[src/rtl/gcnt_pkg.sv]
package gcnt_pkg;

    // Word addresses of the register port. The bench and the checker
    // rely on these values.
    typedef enum logic [3:0] {
        RA_CFG     = 4'd0,
        RA_CNT_LO  = 4'd1,
        RA_CNT_HI  = 4'd2,
        RA_SEL     = 4'd3,
        RA_CMP_LO  = 4'd4,
        RA_CMP_HI  = 4'd5,
        RA_OCMP_LO = 4'd6,
        RA_OCMP_HI = 4'd7
    } reg_addr_e;

    localparam int HALT_BIT  = 0;
    localparam int WCODE_LSB = 4;
    localparam int WCODE_W   = 4;

    // Strobe for one half of a 64-bit value.
    typedef struct packed {
        logic hi;
        logic lo;
    } half_sel_t;

    // Encoded counter width as published in the configuration word.
    function automatic logic [WCODE_W-1:0] width_code(input int w);
        return WCODE_W'((w - 32) / 4);
    endfunction

endpackage

[src/rtl/gcnt_counter.sv]
module gcnt_counter
    import gcnt_pkg::*;
#(
    parameter int CNT_W = 48
) (
    input  logic        clk,
    input  logic        rst,
    input  logic        halt,
    input  half_sel_t   ld,
    input  logic [31:0] ld_data,
    output logic [63:0] cnt64
);

    logic [CNT_W-1:0] cnt_q;
    logic [63:0]      ext;

    // Everything outside this module sees the counter zero-extended to 64 bits.
    always_comb ext = 64'(cnt_q);

    // The count lives in one register, so a carry out of the lower word
    // shows in the upper word on the same edge.
    always_ff @(posedge clk) begin
        if (rst) begin
            cnt_q <= '0;
        end else if (ld.lo) begin
            cnt_q <= CNT_W'({ext[63:32], ld_data});
        end else if (ld.hi) begin
            cnt_q <= CNT_W'({ld_data, ext[31:0]});
        end else if (!halt) begin
            cnt_q <= cnt_q + CNT_W'(1);
        end
    end

    assign cnt64 = ext;

endmodule

[src/rtl/gcnt_cmp_ctx.sv]
module gcnt_cmp_ctx (
    input  logic        clk,
    input  logic        rst,
    input  logic [63:0] cnt64,
    input  logic        wr_lo,
    input  logic        wr_hi,
    input  logic [31:0] wdata,
    output logic [63:0] cmp_q,
    output logic        irq_q
);

    logic hit;

    always_comb hit = (cnt64 >= cmp_q);

    always_ff @(posedge clk) begin
        if (rst) begin
            cmp_q <= '1;
            irq_q <= 1'b0;
        end else begin
            if (wr_lo) cmp_q[31:0]  <= wdata;
            if (wr_hi) cmp_q[63:32] <= wdata;
            // A write to either half wins over a match in the same cycle.
            if (wr_lo || wr_hi) irq_q <= 1'b0;
            else if (hit)       irq_q <= 1'b1;
        end
    end

endmodule

[src/rtl/gcnt_timer.sv]
module gcnt_timer
    import gcnt_pkg::*;
#(
    parameter int CNT_W = 48,
    parameter int NCTX  = 4,
    localparam int CTX_W = (NCTX > 1) ? $clog2(NCTX) : 1
) (
    input  logic             clk,
    input  logic             rst,
    input  logic [CTX_W-1:0] acc_ctx,
    input  logic             reg_we,
    input  logic [3:0]       reg_addr,
    input  logic [31:0]      reg_wdata,
    output logic [31:0]      reg_rdata,
    output logic [NCTX-1:0]  timer_irq
);

    localparam logic [WCODE_W-1:0] WCODE = width_code(CNT_W);

    reg_addr_e        addr_e;
    logic             halt_q;
    logic [CTX_W-1:0] sel_q [NCTX];
    logic [CTX_W-1:0] sel_cur;
    half_sel_t        cnt_ld;
    logic             ld_any;
    logic [63:0]      cnt64;
    logic [63:0]      cmp_all [NCTX];
    logic [NCTX-1:0]  wr_lo;
    logic [NCTX-1:0]  wr_hi;

    always_comb begin
        addr_e    = reg_addr_e'(reg_addr);
        sel_cur   = sel_q[acc_ctx];
        cnt_ld.lo = reg_we && (addr_e == RA_CNT_LO);
        cnt_ld.hi = reg_we && (addr_e == RA_CNT_HI);
        ld_any    = cnt_ld.lo || cnt_ld.hi;
    end

    // Halt bit and the per-context select registers.
    always_ff @(posedge clk) begin
        if (rst) begin
            halt_q <= 1'b0;
            for (int i = 0; i < NCTX; i++) sel_q[i] <= '0;
        end else if (reg_we) begin
            if (addr_e == RA_CFG) halt_q <= reg_wdata[HALT_BIT];
            if (addr_e == RA_SEL) sel_q[acc_ctx] <= reg_wdata[CTX_W-1:0];
        end
    end

    gcnt_counter #(.CNT_W(CNT_W)) u_cnt (
        .clk     (clk),
        .rst     (rst),
        .halt    (halt_q),
        .ld      (cnt_ld),
        .ld_data (reg_wdata),
        .cnt64   (cnt64)
    );

    // One compare slice per context. A slice can be written through the
    // local words by its own context, or through the other-context words
    // by any context whose select register names it.
    for (genvar g = 0; g < NCTX; g++) begin : g_ctx
        always_comb begin
            wr_lo[g] = reg_we &&
                       (((addr_e == RA_CMP_LO)  && (acc_ctx == CTX_W'(g))) ||
                        ((addr_e == RA_OCMP_LO) && (sel_cur == CTX_W'(g))));
            wr_hi[g] = reg_we &&
                       (((addr_e == RA_CMP_HI)  && (acc_ctx == CTX_W'(g))) ||
                        ((addr_e == RA_OCMP_HI) && (sel_cur == CTX_W'(g))));
        end

        gcnt_cmp_ctx u_cmp (
            .clk   (clk),
            .rst   (rst),
            .cnt64 (cnt64),
            .wr_lo (wr_lo[g]),
            .wr_hi (wr_hi[g]),
            .wdata (reg_wdata),
            .cmp_q (cmp_all[g]),
            .irq_q (timer_irq[g])
        );
    end

    // Read multiplexer.
    always_comb begin
        reg_rdata = '0;
        case (addr_e)
            RA_CFG: begin
                reg_rdata[WCODE_LSB +: WCODE_W] = WCODE;
                reg_rdata[HALT_BIT]             = halt_q;
            end
            RA_CNT_LO:  reg_rdata = cnt64[31:0];
            RA_CNT_HI:  reg_rdata = cnt64[63:32];
            RA_SEL:     reg_rdata = 32'(sel_cur);
            RA_CMP_LO:  reg_rdata = cmp_all[acc_ctx][31:0];
            RA_CMP_HI:  reg_rdata = cmp_all[acc_ctx][63:32];
            RA_OCMP_LO: reg_rdata = cmp_all[sel_cur][31:0];
            RA_OCMP_HI: reg_rdata = cmp_all[sel_cur][63:32];
            default:    reg_rdata = '0;
        endcase
    end

endmodule

[config.mk]
export PLATFORM = sky130hd
export DESIGN_NAME = gcnt_timer
export DESIGN_NICKNAME = d
export VERILOG_FILES = /design/src/rtl/gcnt_pkg.sv /design/src/rtl/gcnt_counter.sv /design/src/rtl/gcnt_cmp_ctx.sv /design/src/rtl/gcnt_timer.sv
export SDC_FILE = /design/constraint.sdc
export NUM_CORES = 1
export LEC_CHECK = 0
export ABC_CLOCK_PERIOD_IN_PS = 2500
export BUFFER_PORTS_ARGS = -buffer_cell sky130_fd_sc_hd__buf_4
export CAP_MARGIN = 0
export CORE_MARGIN = 3
export CORE_UTILIZATION = 39
export DETAILED_ROUTE_END_ITERATION = 6
export SKIP_LAST_GASP = 1
export SYNTH_ARGS = -nofsm -noshare
export SYNTH_HDL_FRONTEND = slang
export SYNTH_SLANG_ARGS = --single-unit
[constraint.sdc]
create_clock -name clk -period 2.5 [get_ports clk]
set_clock_uncertainty 0.2 [all_clocks]
set_input_delay 0.125 -clock clk [delete_from_list [all_inputs] [get_ports clk]]
set_output_delay 0.125 -clock clk [all_outputs]
set_load 0.02 [all_outputs]
# Word level (Yosys, flattened, before mapping)
# Memory sizes are Yosys's and may differ from the RTL's.
# Cells that the tools add are included.
word_totals:
  inputBits: 41
  ff_bits: 309
  mem_count: 1
  out_inout_bits: 36
  mem_bits_rw: 8
classes:
  add_sub_neg: 1
  order_cmp: 6
  mux: 22
  eq_ne: 16
  reduce_logical: 49
  bitwise: 3
memory_table:
  columns: ["memory", "words", "width", "rd", "rd_ports_with_merged_regs", "wr", "line", "rtl"]
  rows:
  - ["sel_q", 4, 2, 1, 0, 4, "gcnt_timer.sv:22", "logic [CTX_W-1:0] sel_q [NCTX];"]
op_table:
  columns: ["op", "n"]
  rows:
  - ["binary-select mux 64 bit (select 2 bit)", 2]
  - [">= comparator 48 x 64 -> 1 bit", 4]
  - ["two-way mux 64 bit", 4]
  - ["case mux 24 bit (6 select lines)", 1]
  - ["two-way mux 48 bit", 2]
  - ["adder 48 x 1 -> 48 bit, second input constant", 1]
  - ["two-way mux 32 bit", 1]
  - ["case mux 4 bit (7 select lines)", 1]
  - ["logical AND 1 bit", 26]
  - ["case mux 3 bit (7 select lines)", 1]
  - ["equality test 4 x 3 -> 1 bit, second input constant", 4]
  - ["logical OR 1 bit", 12]
  - ["OR reduction 2 bit", 5]
  - ["equality test 2 bit, second input constant", 4]
  - ["equality test 4 x 2 -> 1 bit, second input constant", 2]
  - ["case mux 1 bit (8 select lines)", 1]
  - ["two-way mux 1 bit", 7]
  - [">= comparator 3 bit, second input constant", 2]
  - ["inverter 2 -> 3 bit", 2]
  - ["AND reduction 2 bit", 3]
  - ["equality test 2 x 1 -> 1 bit, second input constant", 2]
  - ["equality test 4 x 1 -> 1 bit, second input constant", 1]
  - ["logical NOT 2 bit", 2]
  - ["logical NOT 4 bit", 1]
  - ["4 further kinds", 6]

# Longest topological paths before layout
logic_depth:
  word_depth: 7
  mapped_depth: 10

# Cells and area by module
# From an unflattened synthesis, not the netlist that was laid out.
unflattened:
  cells_unflattened: 2740
  hier_area_um2: 23635.2
by_module_without_submodules:
  columns: ["mod", "area_per_inst_um2", "n_inst", "seq_area_each_um2", "cells_per_inst"]
  rows:
  - ["gcnt_cmp_ctx", 3772.4, 4, 1301.2, 447]
  - ["gcnt_timer", 5266.3, 1, 260.2, 522]
  - ["gcnt_counter", 3279.4, 1, 960.9, 430]

# Worst setup path before layout
# OpenSTA, ideal clock, no wires.
synth_timing:
  kind: "register to register"
  start: "register u_cnt.cnt_q[1]"
  end: "register u_cnt.cnt_q[46]"
  t_arrival_ps: 2408
  path_buffers: 0
  required_time_ps: 2221
  setup_ps: 79
  stages_incl_launch_ff: 8
  setup_slack_ps: -187
  synth_period_minus_slack_ps: 2687
  cell_sequence: "dfxtp_1 -> ha_1 -> nand3_1 -> or4_4 -> nor4_4 -> nand3_1 -> or4_1 -> o211ai_1"
synth_via:
  elab_chain_len: 3
synth_lines:
  columns: ["item", "line", "rtl"]
  rows:
  - ["from (decl)", "gcnt_counter.sv:14", "logic [CNT_W-1:0] cnt_q;"]
  - ["from (signal assigned)", "gcnt_counter.sv:26", "cnt_q <= CNT_W'({ext[63:32], ld_data});"]
  - ["from (signal assigned)", "gcnt_counter.sv:28", "cnt_q <= CNT_W'({ld_data, ext[31:0]});"]
  - ["from (signal assigned)", "gcnt_counter.sv:30", "cnt_q <= cnt_q + CNT_W'(1);"]
  - ["adder 48 x 1 -> 48 bit", "gcnt_counter.sv:30", null]
  - ["two-way mux 48 bit", "gcnt_counter.sv:29", "end else if (!halt) begin"]
  - ["two-way mux 48 bit", "gcnt_counter.sv:27", "end else if (ld.hi) begin"]
# Every way passes these cells. The select of a mux whose other input is x is not followed.
# A chain may end at the register's enable or synchronous reset.

# Worst setup path in the final report
layout_timing:
  start: "memory sel_q[0][1] in the netlist's numbering"
  end: "output port reg_rdata[19]"
layout_via:
  elab_chain_len: 6
layout_lines:
  columns: ["item", "line", "rtl"]
  rows:
  - ["from (decl)", "gcnt_timer.sv:22", null]
  - ["memory (4 x 2 bit)", null, null]
  - ["inverter 2 -> 3 bit (not written as such)", "gcnt_timer.sv:97, gcnt_timer.sv:98", null]
  - ["binary-select mux 64 bit (select 2 bit)", "gcnt_timer.sv:97, gcnt_timer.sv:98", null]
  - ["two-way mux 64 bit (not written as such) (2 in series)", "gcnt_timer.sv:98", "RA_OCMP_HI: reg_rdata = cmp_all[sel_cur][63:32];"]
  - ["case mux 24 bit (6 select lines)", "gcnt_timer.sv:87", "case (addr_e)"]
  - ["to (decl)", "gcnt_timer.sv:14", "output logic [31:0] reg_rdata,"]
# Every way passes these cells. The select of a mux whose other input is x is not followed.

==> results_dict.tcl <==
set metrics [dict create \
    floorplan.die.height_um 243 \
    violated_checks "DRC, setup timing" \
    layout.filler_cells 4940 \
    clock_insertion_delay_worst_skew_ns 0.58 \
    min_period_ns 3.39 \
    post_layout_worst_setup_margin_ns -0.886 \
    setup.worst_path.end_class "output pin" \
    io_buffers 76 \
    hold_class "input port to flip-flop" \
    syn_inst 2520 \
    synth-seq-area-share 0.294 \
    measured_slew_at_the_worst_slew_check_pin_ns 0.799 \
    dp_cells 3438 \
    finish.utilization 0.535 \
    outcome "finished, violations left" \
    die-area_um2 59000 \
    synth.net_count 2754 \
    final_hold_viol_count 0 \
    max_cap_violations 0 \
    worstPathRequired_ns 2.17 \
    vdd_ir_max_mv 0.611 \
    maximum_number_of_pins_on_one_net_before_global_route_repair 91 \
    grt.overflow.total 0 \
    multiInputGateArea_um2 14900 \
    syn_area_um2 21900 \
    via_count_of_the_first_global_routing_pass 21700 \
    cp.arrival_ns 3.06 \
    avgRoutedWirePerCell_um 26.7 \
    worst_path_max_delay_cell "mux4_4" \
    yosys_most_used_dff "dfxtp_1" \
    critPathLaunch "sel_q[0][1]" \
    groute.usage.overall 0.306 \
    crit_path_cell_trace "mux4_4 -> buf_12 -> buf_16 -> mux4_2 -> a22oi_1 -> nand3_1 -> buf_6" \
    drcViolationCount 1 \
    layout-drive-gt1-share 0.313 \
    cts_root_buffer "clkbuf_16" \
    routabilityCongestion 0.952 \
    worstSetupStartpointType "flip-flop" \
    route.vias.total 22600 \
    synthesis_warnings 0 \
    final.period_utilization 1.35 \
    leakagePower_nw 13.9 \
    synth_cell_types 73 \
    detail-route-antenna-nets 0 \
    fin_setup_tns_ns -95.73 \
    timing.final.max_slew_violations 0 \
    timing.slew.headroom 0.462 \
    synth_enable_flop_cells 8 \
    antenna_violations_before_repair 4 \
    critical_path_class "flip-flop to output pin" \
    synth_seq_cells 317 \
    nets_finish 3079 \
    die_width_um 243 \
    floorplan.io_pins 77 \
    drtPass1Iterations 7 \
    tritoncts "done" \
    num_rows 86 \
    floorplan.core_area_um2 55300 \
    h-tree-depth 2 \
    cts.sinks 317 \
    crit_path_max_fanout 8 \
    initial_core_util 0.396 \
    place_hpwl_um 63900 \
    critical_path.max_stage_delay_ns 0.72 \
    post-place-ws_ns -0.577 \
    post_drt_via_cell_ratio 6.24 \
    routed_wirelength_um 96800 \
    pwr_density_cell_nw_per_um2 450 \
    cts.clk_slew.worst_paths_ns 0.06 \
    postSynth.asyncResetShare 0 \
    area_delta_synth_final_pct 35.3 \
    final-instance-count-excl-fill 3624 \
    finalSetupViolations 263 \
    worstHoldStart "acc_ctx[1]" \
    post_synth.cell_area_avg_um2 8.68 \
    max_clock_freq_mhz 295 \
    rsz_0062_raised_after_global_routing "yes" \
    area_used_by_sequential_logic_in_the_layout_um2 6440 \
    max-clock-path-buffers 3 \
    grt_first_pass_wirelength_um 138000 \
    tritoncts.num_buffers 39 \
    dr.first_iter.drc_count 2655 \
    crit-reg2reg-launch "sel_q[0][0]" \
]
## cells in the mapped netlist, drive strengths merged (6+ instances only)
cell type  number  share of area
o31ai           7         0.0024
clkbuf        147          0.025
a21oi         107          0.024
nand3b         96          0.033
nand4          44          0.013
nor2          241          0.041
nor2b           9         0.0026
nand3          62          0.014
a31oi          19         0.0054
a21o           32          0.011
a211oi         11         0.0038
o21ai          67          0.015
o22ai           8         0.0023
or4            10         0.0036
o211ai          6         0.0021
a211o         165          0.066
and4            8         0.0032
and3           11         0.0031
mux4          130           0.13
a22oi          91          0.031
a221oi          7         0.0028
ha            193           0.11
or2             8         0.0023
nand2         302          0.052
mux2i           6         0.0027
edfxtp          8          0.011
nand2b         10         0.0029
nor3           22         0.0050
dfxtp         309           0.28
buf            60          0.013
nor4           30          0.010
inv           205          0.035
and2           14         0.0040
## logic make-up (layout without fill, tap and decap cells)
family | count (synthesis) | after routing | synth area share
adders and majority gates | 193 | 193 | 0.110
DFF | 317 | 317 | 0.294
buffers and inverters | 412 | 765 | 0.0730
muxes | 138 | 138 | 0.138
other | 0 | 3 | 0
and+or+nand+nor | 884 | 884 | 0.196
AOI/OAI and AO/OA | 575 | 575 | 0.189
xor gates and xnor gates | 1 | 1 | 0.000400
## layout make-up
cell class / instances / share of cell area
sequential: 317 / 0.218
clock inverter: 14 / 0.00529
multi-input combinational: 1791 / 0.505
inverter: 205 / 0.0260
antenna: 3 / 0.000254
tap: 748 / 0.0316
clock buffer: 55 / 0.0391
timing repair buffer: 491 / 0.176
## sequential cells by signal, indices dropped and copies added (netlist names)
signal and flops:
g_ctx.u_cmp.cmp_q 256, g_ctx.u_cmp.irq_q 4, halt_q 1, sel_q 8, u_cnt.cnt_q 48
## repair_timing
item                       4_1_cts  5_1_grt
gates resized for setup        232      185
pin swaps                      142      125
gates cloned                    23       14
setup endpoints to repair      228      281
hold endpoints to repair       318        0
hold buffers                    38        0
buffers inserted                37       25
## through the flow
step / total power, mW / area (um2) / hold slack (ns)
final: 13.3 / 29600 / 0.00402
after CTS: 13.2 / 28700 / 0.000611
after global placement: 6.98 / 25300 / 0.242
after detailed placement: 7.01 / 25300 / 0.249
after global routing: 13.7 / 29600 / 0.0355
after floorplan: 6.30 / 21900 / 0.0850
## placed cells by master, fill, tap and decap left out, types with 18 or more instances in the layout
cell           synthesis  final
a211o_1              165    165
a21o_1                32     31
a21oi_1              107    103
a22oi_1               91     73
a22oi_2                0     18
a31oi_1               19     18
buf_12                 0     48
buf_4                  5    318
buf_6                  0     47
clkbuf_16              0     50
dfxtp_1              309    301
dlygate4sd3_1          0     38
ha_1                 193    192
inv_1                205    205
mux4_2               130    128
nand2_1              302    224
nand2_2                0     57
nand2_4                0     19
nand3_1               61     37
nand3_2                1     24
nand3b_1              96     96
nand4_1               44     44
nor2_1               241    173
nor2_2                 0     45
nor2_4                 0     23
nor3_1                22     18
nor4_1                28     24
o21ai_0               64     63
## metal layers
metal,share of wire,vias up,track usage,wire length (um)
met1,0.38,11100,0.396,37100
met2,0.45,1323,0.495,43800
li1,-,9903,-,-
met5,0,-,0,0
met4,0.064,0,0.153,6180
met3,0.10,328,0.0479,9720
## worst max-delay path, delay by kind of cell, from the launching register on
family                 cells  cell delay [ns]
buffers and inverters      3             0.54
AO/OA/AOI/OAI              1             0.21
AND/OR/NAND/NOR            1             0.16
multiplexers               2             1.16
flip-flops                 1             0.41
## final timing paths
kind,endpoint,slack (ns),depth (start not counted)
max,reg_rdata[19],-0.89,7
min,sel_q[0][0],0.004,3
max reg2reg,g_ctx[1].u_cmp.cmp_q[16],-0.57,11
min reg2reg,g_ctx[2].u_cmp.cmp_q[58],0.30,2
## power breakdown
group | internal [mW] | switching, mW | leakage [nW]
Clock | 3.53 | 2.45 | 0.658
Combinational | 0.937 | 1.15 | 10.7
Sequential | 5.16 | 0.0878 | 2.59
Total | 9.63 | 3.69 | 13.9
No activity file was read; power rests on OpenSTA's default activity.
